**src/rtl/mdio_pkg.sv**
```systemverilog
// Package: shared register addresses, field positions and frame layout
// for the management-bus master. Assumes a 64-bit frame index space in
// which the optional preamble takes positions 0..31.
package mdio_pkg;
    typedef enum logic [1:0] {
        ADDR_CTRL = 2'd0,
        ADDR_CMD  = 2'd1,
        ADDR_DATA = 2'd2,
        ADDR_STAT = 2'd3
    } reg_sel_e;

    localparam int CMD_RD_BIT    = 15;
    localparam int CMD_WR_BIT    = 14;
    localparam int CMD_PHY_LSB   = 5;
    localparam int CMD_REG_LSB   = 0;
    localparam int CTRL_SRST_BIT = 0;
    localparam int CTRL_PRE_BIT  = 8;
    localparam int CTRL_DIV_LSB  = 9;
    localparam int DATA_W        = 16;

    localparam logic [5:0] IDX_BODY = 6'd32;
    localparam logic [5:0] IDX_TA   = 6'd46;
    localparam logic [5:0] IDX_DATA = 6'd48;
    localparam logic [5:0] IDX_LAST = 6'd63;

    localparam logic [1:0] SOF_BITS = 2'b01;
    localparam logic [1:0] OP_READ  = 2'b10;
    localparam logic [1:0] OP_WRITE = 2'b01;
    localparam logic [1:0] TA_DRIVE = 2'b10;
endpackage

```
**src/rtl/mdio_clkdiv.sv**
```systemverilog
// Module: bit-period phase counter. While run is high, it counts
// 0..div_m1 and wraps. It flags the last cycle of each bit period and the
// cycle just before mdc rises. Assumes div_m1 >= 1 and holds still while
// run is high.
module mdio_clkdiv #(
    parameter int DIV_W = 8
) (
    input  logic             clk,
    input  logic             rst_n,
    input  logic             run,
    input  logic [DIV_W-1:0] div_m1,
    output logic             mdc_hi,
    output logic             bit_end,
    output logic             sample_pt
);
    logic [DIV_W-1:0] cnt;
    logic [DIV_W:0]   n_val;
    logic [DIV_W:0]   half;
    logic [DIV_W:0]   cnt_ext;

    // Derive the period length and the low-phase length from the divisor.
    always_comb begin
        n_val   = {1'b0, div_m1} + 1'b1;
        half    = n_val >> 1;
        cnt_ext = {1'b0, cnt};
    end

    // Advance the phase counter and wrap it at the end of each bit period.
    always_ff @(posedge clk) begin
        if (!rst_n || !run) begin
            cnt <= '0;
        end else if (cnt == div_m1) begin
            cnt <= '0;
        end else begin
            cnt <= cnt + 1'b1;
        end
    end

    assign mdc_hi    = run && (cnt_ext >= half);
    assign bit_end   = run && (cnt == div_m1);
    assign sample_pt = run && (cnt_ext == half - 1'b1);

    assert_phase_in_range_R4: assert property (@(posedge clk) disable iff (!rst_n)
        run |-> (cnt <= div_m1));
endmodule

```
**src/rtl/mdio_engine.sv**
```systemverilog
// Module: frame sequencer. On start it latches the command, the write
// data, the preamble choice and the divisor. It then walks a bit index
// across the frame and drives mdio_o and mdio_oe. On a read it shifts in
// mdio_i at each mdc rise. Assumes start never comes while busy or
// together with abort.
module mdio_engine
    import mdio_pkg::*;
#(
    parameter int DIV_W = 8
) (
    input  logic              clk,
    input  logic              rst_n,
    input  logic              abort,
    input  logic              start,
    input  logic              start_read,
    input  logic [4:0]        phy,
    input  logic [4:0]        regad,
    input  logic [DATA_W-1:0] wdata,
    input  logic              pre_skip,
    input  logic [DIV_W-1:0]  div_m1_in,
    input  logic              mdio_i,
    output logic              busy,
    output logic              mdc,
    output logic              mdio_o,
    output logic              mdio_oe,
    output logic              rd_done,
    output logic [DATA_W-1:0] rd_data
);
    logic              busy_q;
    logic              read_q;
    logic [5:0]        idx;
    logic [31:0]       frame_q;
    logic [DIV_W-1:0]  div_lat;
    logic [DATA_W-1:0] rsh;
    logic              mdc_hi;
    logic              bit_end;
    logic              sample_pt;
    logic              is_last;
    logic              body_bit;
    logic              released;

    mdio_clkdiv #(.DIV_W(DIV_W)) u_clkdiv (
        .clk       (clk),
        .rst_n     (rst_n),
        .run       (busy_q),
        .div_m1    (div_lat),
        .mdc_hi    (mdc_hi),
        .bit_end   (bit_end),
        .sample_pt (sample_pt)
    );

    // Select the current frame bit and decide whether the master drives it.
    always_comb begin
        is_last  = (idx == IDX_LAST);
        body_bit = frame_q[5'd31 - idx[4:0]];
        released = read_q && (idx >= IDX_TA);
    end

    assign busy    = busy_q;
    assign mdc     = mdc_hi;
    assign mdio_o  = busy_q && (idx[5] ? body_bit : 1'b1);
    assign mdio_oe = busy_q && !released;
    assign rd_done = busy_q && read_q && bit_end && is_last && !abort;
    assign rd_data = rsh;

    // Latch a command, step through the frame and capture read data.
    always_ff @(posedge clk) begin
        if (!rst_n) begin
            busy_q  <= 1'b0;
            read_q  <= 1'b0;
            idx     <= '0;
            frame_q <= '0;
            div_lat <= DIV_W'(1);
            rsh     <= '0;
        end else if (abort) begin
            busy_q <= 1'b0;
            idx    <= '0;
        end else if (start) begin
            busy_q  <= 1'b1;
            read_q  <= start_read;
            idx     <= pre_skip ? IDX_BODY : 6'd0;
            div_lat <= div_m1_in;
            rsh     <= '0;
            frame_q <= start_read ? {SOF_BITS, OP_READ, phy, regad, 2'b00, 16'h0000}
                                  : {SOF_BITS, OP_WRITE, phy, regad, TA_DRIVE, wdata};
        end else if (busy_q) begin
            if (sample_pt && read_q && (idx >= IDX_DATA)) begin
                rsh <= {rsh[DATA_W-2:0], mdio_i};
            end
            if (bit_end) begin
                if (is_last) begin
                    busy_q <= 1'b0;
                end else begin
                    idx <= idx + 1'b1;
                end
            end
        end
    end

    assert_idle_quiet_R10: assert property (@(posedge clk) disable iff (!rst_n)
        !busy_q |-> (!mdc_hi && !mdio_oe));

    assert_cmd_held_R8: assert property (@(posedge clk) disable iff (!rst_n)
        (busy_q && !abort && !(bit_end && is_last))
            |=> ($stable(frame_q) && $stable(read_q) && $stable(div_lat) && busy_q));

    assert_frame_ends_R6: assert property (@(posedge clk) disable iff (!rst_n)
        (busy_q && bit_end && is_last && !abort) |=> !busy_q);
endmodule

```
**src/rtl/mdio_regs.sv**
```systemverilog
// Module: register file. It decodes writes to control, command and data.
// It qualifies commands (exactly one operation bit, engine idle, no soft
// reset pending), runs the soft-reset countdown and muxes register reads.
// Assumes one register write per cycle.
module mdio_regs
    import mdio_pkg::*;
#(
    parameter int DIV_W       = 8,
    parameter int DIV_DEFAULT = 39,
    parameter int SRST_CYCLES = 4,
    parameter int REG_W       = CTRL_DIV_LSB + DIV_W
) (
    input  logic              clk,
    input  logic              rst_n,
    input  logic [1:0]        reg_addr,
    input  logic              reg_we,
    input  logic [REG_W-1:0]  reg_wdata,
    output logic [REG_W-1:0]  reg_rdata,
    input  logic              eng_busy,
    input  logic              rd_done,
    input  logic [DATA_W-1:0] rd_data,
    output logic              start,
    output logic              start_read,
    output logic [4:0]        phy,
    output logic [4:0]        regad,
    output logic [DATA_W-1:0] wr_data,
    output logic              pre_skip,
    output logic [DIV_W-1:0]  div_m1_eff,
    output logic              srst_req,
    output logic              srst_active
);
    localparam int SC_W = $clog2(SRST_CYCLES + 1);

    logic [DIV_W-1:0]  div_q;
    logic              pre_q;
    logic [DATA_W-1:0] data_q;
    logic [SC_W-1:0]   srst_cnt;
    logic              wr_ctrl;
    logic              wr_cmd;
    logic              wr_dreg;
    logic              one_op;

    // Decode the write strobe per register and qualify a command.
    always_comb begin
        wr_ctrl = reg_we && (reg_sel_e'(reg_addr) == ADDR_CTRL);
        wr_cmd  = reg_we && (reg_sel_e'(reg_addr) == ADDR_CMD);
        wr_dreg = reg_we && (reg_sel_e'(reg_addr) == ADDR_DATA);
        one_op  = reg_wdata[CMD_RD_BIT] ^ reg_wdata[CMD_WR_BIT];
    end

    assign srst_req    = wr_ctrl && reg_wdata[CTRL_SRST_BIT];
    assign srst_active = (srst_cnt != '0);
    assign start       = wr_cmd && one_op && !eng_busy && !srst_active;
    assign start_read  = reg_wdata[CMD_RD_BIT];
    assign phy         = reg_wdata[CMD_PHY_LSB +: 5];
    assign regad       = reg_wdata[CMD_REG_LSB +: 5];
    assign wr_data     = data_q;
    assign pre_skip    = pre_q;
    assign div_m1_eff  = (div_q == '0) ? DIV_W'(1) : div_q;

    // Hold control fields and run the self-clearing soft-reset window.
    always_ff @(posedge clk) begin
        if (!rst_n) begin
            div_q    <= DIV_W'(DIV_DEFAULT);
            pre_q    <= 1'b0;
            srst_cnt <= '0;
        end else if (srst_req) begin
            div_q    <= DIV_W'(DIV_DEFAULT);
            pre_q    <= 1'b0;
            srst_cnt <= SC_W'(SRST_CYCLES);
        end else begin
            if (srst_active) begin
                srst_cnt <= srst_cnt - 1'b1;
            end
            if (wr_ctrl) begin
                div_q <= reg_wdata[CTRL_DIV_LSB +: DIV_W];
                pre_q <= reg_wdata[CTRL_PRE_BIT];
            end
        end
    end

    // Keep the data register: soft reset, then read result, then software.
    always_ff @(posedge clk) begin
        if (!rst_n || srst_req) begin
            data_q <= '0;
        end else if (rd_done) begin
            data_q <= rd_data;
        end else if (wr_dreg) begin
            data_q <= reg_wdata[DATA_W-1:0];
        end
    end

    // Drive the read data for the selected register.
    always_comb begin
        reg_rdata = '0;
        case (reg_sel_e'(reg_addr))
            ADDR_CTRL: begin
                reg_rdata[CTRL_DIV_LSB +: DIV_W] = div_q;
                reg_rdata[CTRL_PRE_BIT]          = pre_q;
                reg_rdata[CTRL_SRST_BIT]         = srst_active;
            end
            ADDR_DATA: reg_rdata[DATA_W-1:0] = data_q;
            ADDR_STAT: reg_rdata[0]          = eng_busy;
            default:   reg_rdata             = '0;
        endcase
    end

    assert_srst_idles_engine_R9: assert property (@(posedge clk) disable iff (!rst_n)
        srst_active |-> !eng_busy);

    assert_srst_countdown_R9: assert property (@(posedge clk) disable iff (!rst_n)
        (srst_active && !srst_req) |=> (srst_cnt == $past(srst_cnt) - 1'b1));
endmodule

```
**src/rtl/mdio_master.sv**
```systemverilog
// Module: top of the management-bus master. It joins the register file
// to the frame engine. Assumes that an external I/O cell merges mdio_o
// and mdio_oe with mdio_i, and that the line is pulled high when released.
module mdio_master
    import mdio_pkg::*;
#(
    parameter int DIV_W       = 8,
    parameter int DIV_DEFAULT = 39,
    parameter int SRST_CYCLES = 4,
    localparam int REG_W      = CTRL_DIV_LSB + DIV_W
) (
    input  logic             clk,
    input  logic             rst_n,
    input  logic [1:0]       reg_addr,
    input  logic             reg_we,
    input  logic [REG_W-1:0] reg_wdata,
    output logic [REG_W-1:0] reg_rdata,
    output logic             mdc,
    output logic             mdio_o,
    output logic             mdio_oe,
    input  logic             mdio_i
);
    logic              eng_busy;
    logic              rd_done;
    logic [DATA_W-1:0] rd_data;
    logic              start;
    logic              start_read;
    logic [4:0]        phy;
    logic [4:0]        regad;
    logic [DATA_W-1:0] wr_data;
    logic              pre_skip;
    logic [DIV_W-1:0]  div_m1_eff;
    logic              srst_req;
    logic              srst_active;

    mdio_regs #(
        .DIV_W       (DIV_W),
        .DIV_DEFAULT (DIV_DEFAULT),
        .SRST_CYCLES (SRST_CYCLES),
        .REG_W       (REG_W)
    ) u_regs (
        .clk         (clk),
        .rst_n       (rst_n),
        .reg_addr    (reg_addr),
        .reg_we      (reg_we),
        .reg_wdata   (reg_wdata),
        .reg_rdata   (reg_rdata),
        .eng_busy    (eng_busy),
        .rd_done     (rd_done),
        .rd_data     (rd_data),
        .start       (start),
        .start_read  (start_read),
        .phy         (phy),
        .regad       (regad),
        .wr_data     (wr_data),
        .pre_skip    (pre_skip),
        .div_m1_eff  (div_m1_eff),
        .srst_req    (srst_req),
        .srst_active (srst_active)
    );

    mdio_engine #(.DIV_W(DIV_W)) u_engine (
        .clk        (clk),
        .rst_n      (rst_n),
        .abort      (srst_req || srst_active),
        .start      (start),
        .start_read (start_read),
        .phy        (phy),
        .regad      (regad),
        .wdata      (wr_data),
        .pre_skip   (pre_skip),
        .div_m1_in  (div_m1_eff),
        .mdio_i     (mdio_i),
        .busy       (eng_busy),
        .mdc        (mdc),
        .mdio_o     (mdio_o),
        .mdio_oe    (mdio_oe),
        .rd_done    (rd_done),
        .rd_data    (rd_data)
    );
endmodule

```
**config.mk**
```make
export PLATFORM = sky130hd
export DESIGN_NAME = mdio_master
export DESIGN_NICKNAME = d
export VERILOG_FILES = /design/src/rtl/mdio_pkg.sv /design/src/rtl/mdio_clkdiv.sv /design/src/rtl/mdio_engine.sv /design/src/rtl/mdio_regs.sv /design/src/rtl/mdio_master.sv
export SDC_FILE = /design/constraint.sdc
export NUM_CORES = 1
export LEC_CHECK = 0
export BUFFER_PORTS_ARGS = -buffer_cell sky130_fd_sc_hd__buf_2
export CAP_MARGIN = 5
export CORE_ASPECT_RATIO = 0.7
export CORE_MARGIN = 8
export CORE_UTILIZATION = 30
export DETAILED_ROUTE_END_ITERATION = 6
export PLACE_DENSITY = 0.48
export SETUP_SLACK_MARGIN = 0.2
export SLEW_MARGIN = 20
export SYNTH_ARGS = -nofsm -noshare
export SYNTH_HDL_FRONTEND = slang
export SYNTH_HIERARCHICAL = 1
export SYNTH_SLANG_ARGS = --single-unit
```
**constraint.sdc**
```tcl
create_clock -name clk -period 3.78 [get_ports clk]
set_clock_uncertainty 0.15 [all_clocks]
set_input_delay 0 -clock clk [delete_from_list [all_inputs] [get_ports clk]]
set_output_delay 0 -clock clk [all_outputs]
set_load 0.01 [all_outputs]
```
==> flow_summary_export.csv <==
group,metric,value,unit
status,status,"finished clean",
yosys,yosysTopAreaCellShare,35.4,%
route,drtIter0Drc,306,
yosys,synth_nets,661,
yosys,synth-xor-area-share,6.63,%
final_layout,drive_above_1_share,16.5,%
yosys,synth_compound_area_share,18.4,%
worst_setup_path,cp.arrival,3.40,ns
cts,cts_root_buffer,"clkbuf_16",
power,ir_drop,0.214,mV
cts,cts.sinks,96,
worst_setup_path,crit_slowest_cell,"dfxtp_1",
timing,setup_viol,0,
global_routing,grt_usage,13.0,%
timing,drv_slew,0,
floorplan,num_rows,41,
cts,clock_path_buffers,2,
route,drt-total-wl,14300,um
yosys,synth-async-reset-ratio,0,%
timing,slew_headroom,34.5,%
cts,clkLatencyLatePin,0.35,ns
timing,fin_crit,3.26,ns
worst_setup_path,cp-end-kind,"flip-flop",
final_layout,fin_nets,678,
final_layout,diodes,0,
power,total_power,0.00236,W
flow_run,cap_violations,0,
final_layout,stdcell_area,6180,sq um
yosys,synthTopCellsByArea,"dfxtp_1 (35%), nand2_1 (7.0%), a21boi_0 (4.8%), nor2b_1 (4.5%), ha_1 (3.0%)",
final_layout,area_delta_synth_final,13.7,%
cts,postCtsSetupRepairBufs,0,
place,postPlaceCellArea,5660,sq um
cts,h-tree-depth,3,
power,p_leak,2.26,nW
yosys,yosysTopAreaCell,"dfxtp_1",
route,drtPass1Iterations,4,
yosys,synthAdderAreaFrac,3.18,%
cts,numCtsBuffers,9,
global_routing,grt_max_degree,58,
worst_setup_path,worstSetupPathType,"reg -> reg",
yosys,yosysSeqAreaShare,35.4,%
global_routing,grt_pass1_wl,23700,um
floorplan,die-area,22700,sq um
cts,tritoncts,"yes",
final_layout,post-route-util,34.5,%
power,power_density,382,nW/um^2
yosys,synth_top_family_by_area,"simple AND/OR/NAND/NOR gates",
floorplan,core,17900,sq um
global_routing,grt-ovfl-total,0,
timing,fin_crit_sh,86.3,%
yosys,ys_warn_count,6,
floorplan,ioPinCount,43,
yosys,synthFlopType,"dfxtp_1",
final_layout,fillers,1849,
timing,final.setup.tns,0,ns
floorplan,die_h,129,um
route,num_vias,4390,
yosys,synth_edf_count,0,
yosys,syn_area,5430,sq um
route,ant_nets,0,
place,gp_congestion,0.798,
route,drc_errors,0,
yosys,synth_cell_types,65,
route,avgViaCountPerCell,4.97,
global_routing,antenna_found_initial,0,
yosys,syn_area_per_cell,8.69,sq um
worst_setup_path,critPathMaxStageDelay,0.44,ns
route,post_drt_wl_per_cell,16.2,um
yosys,synth_mux_area_share,5.11,%
worst_setup_path,critPathLaunchType,"flip-flop",
place,place_hpwl,10300,um
timing,rsz0062_at_grt,"no",
global_routing,first_global_vias,4377,
yosys,syn_inst,625,
place,port_buffers,42,
timing,worst_pin_slew,0.983,ns
hold_path,hold_path.class,"in -> reg",
worst_setup_path,worstPathRequired,3.91,ns
floorplan,start_util,30.4,%
yosys,synth_simple_gate_area_share,23.9,%
worst_setup_path,cp_max_fo,16,
yosys,synth-seq-cells,96,
timing,whs,0.0556,ns
timing,fmax,306,MHz
worst_setup_path,path_cells,"ha_1, and3_4, a211oi_1, or3_1, a2111oi_2, nor2_1, a2111oi_4, nand4_1, nor3_2, buf_4, a22oi_1, nor2b_1",
timing,finalHoldViolCount,0,
floorplan,die_w,177,um
cts,clk_pin_slew,0.07,ns
## report_power, final
| part | internal [W] | switching [W] |
|---|---|---|
| Clock | 0.000585 | 0.000406 |
| Sequential | 0.00104 | 0.0000240 |
| Combinational | 0.000130 | 0.000174 |
## sequential cells by signal (all words and copies together), names as in the netlist
name,flops
u_regs/srst_cnt,3
u_engine/frame_q,29
u_engine/busy,1
u_engine/idx,6
u_regs/pre_skip,1
u_engine/div_lat,8
u_engine/rd_data,16
u_engine/u_clkdiv/cnt,8
u_regs/div_q,8
u_regs/wr_data,16
## metal layers
metal	track usage [%]	wire (um)	vias to the layer above
met3	3.28	653	12
met5	0	0	-
met4	2.71	137	0
met1	18.1	7230	2115
met2	20.1	6250	86
li1	-	-	2177
## final timing paths
| kind | to | start | depth (start not counted) | slack, ns |
|---|---|---|---|---|
| worst max-delay path | u_engine/rd_data[0]$_SDFFE_PN0P_ | u_engine/div_lat[0]$_SDFFE_PN1P_ | 12 | 0.52 |
| worst min-delay path | u_regs/pre_skip$_SDFFE_PP0P_ | reg_we | 4 | 0.06 |
| worst max register to register | u_engine/rd_data[0]$_SDFFE_PN0P_ | u_engine/div_lat[0]$_SDFFE_PN1P_ | 12 | 0.52 |
| worst min register to register | u_engine/frame_q[9]$_SDFFE_PN0P_ | u_engine/frame_q[9]$_SDFFE_PN0P_ | 2 | 0.31 |
## timing repair
action | CTS | global route
gates resized for setup | 0 | 3
endpoints found under the setup margin | 0 | 16
hold buffers | 18 | 0
hold endpoints to repair | 37 | 0
## critical path: cells and delay by family, from the launching register on
| kind | cells | cell delay, ns |
|---|---|---|
| simple gates | 6 | 1.24 |
| compound gates | 4 | 0.86 |
| flops | 1 | 0.44 |
| fa+ha+maj | 1 | 0.28 |
| buf+inv | 1 | 0.24 |
## metrics by stage
stage | cells | worst slack [ns]
after global placement | 849 | 0.447
after global routing | 883 | 0.222
after floorplan | 625 | 0.678
after CTS | 883 | 0.284
after detailed placement | 849 | 0.357
final | 883 | 0.517
## cell families after synthesis
logic type / Yosys count
DFF: 96
AOI/OAI and AO/OA: 130
muxes: 20
buffers and inverters: 76
and+or+nand+nor: 252
xor gates and xnor gates: 37
adders and majority gates: 14
## cell type report
cell class | instances | area, sq um | area share (%)
clock inverter | 6 | 91.3 | 1.48
multi-input combinational | 453 | 3140 | 50.8
timing repair buffer | 68 | 450 | 7.29
clock buffer | 10 | 229 | 3.71
sequential | 96 | 1920 | 31.1
inverter | 14 | 52.6 | 0.851
tap | 236 | 295 | 4.78
## placed cells by master (no fill, tap or decap), types with 4 or more instances in the layout
cell type | netlist | routed
nand2_1 | 102 | 101
dfxtp_1 | 96 | 96
buf_2 | 14 | 42
nor2b_1 | 39 | 38
a21boi_0 | 35 | 35
nor2_1 | 28 | 28
a21oi_1 | 20 | 20
dlygate4sd3_1 | 0 | 18
xor2_1 | 18 | 18
nand3b_1 | 17 | 17
xnor2_1 | 16 | 16
nand3_1 | 16 | 16
a22oi_1 | 16 | 16
inv_1 | 14 | 14
ha_1 | 13 | 13
mux2i_1 | 12 | 12
and2_1 | 10 | 10
a21oi_2 | 10 | 10
a211oi_2 | 10 | 10
clkbuf_16 | 0 | 9
a211oi_1 | 9 | 9
buf_4 | 14 | 8
o21ai_0 | 7 | 7
and3_1 | 5 | 5
a31oi_1 | 5 | 5
nor4_1 | 5 | 5
nand2b_1 | 4 | 4
## cell usage after synthesis, types with 12 or more instances
library cell	number
a21boi_0	35
a21oi_1	20
a22oi_1	16
buf_2	14
buf_4	14
clkbuf_1	26
dfxtp_1	96
ha_1	13
inv_1	14
mux2i_1	12
nand2_1	102
nand3_1	16
nand3b_1	17
nor2_1	28
nor2b_1	39
xnor2_1	16
xor2_1	18
(Power assumes the default switching activity.)
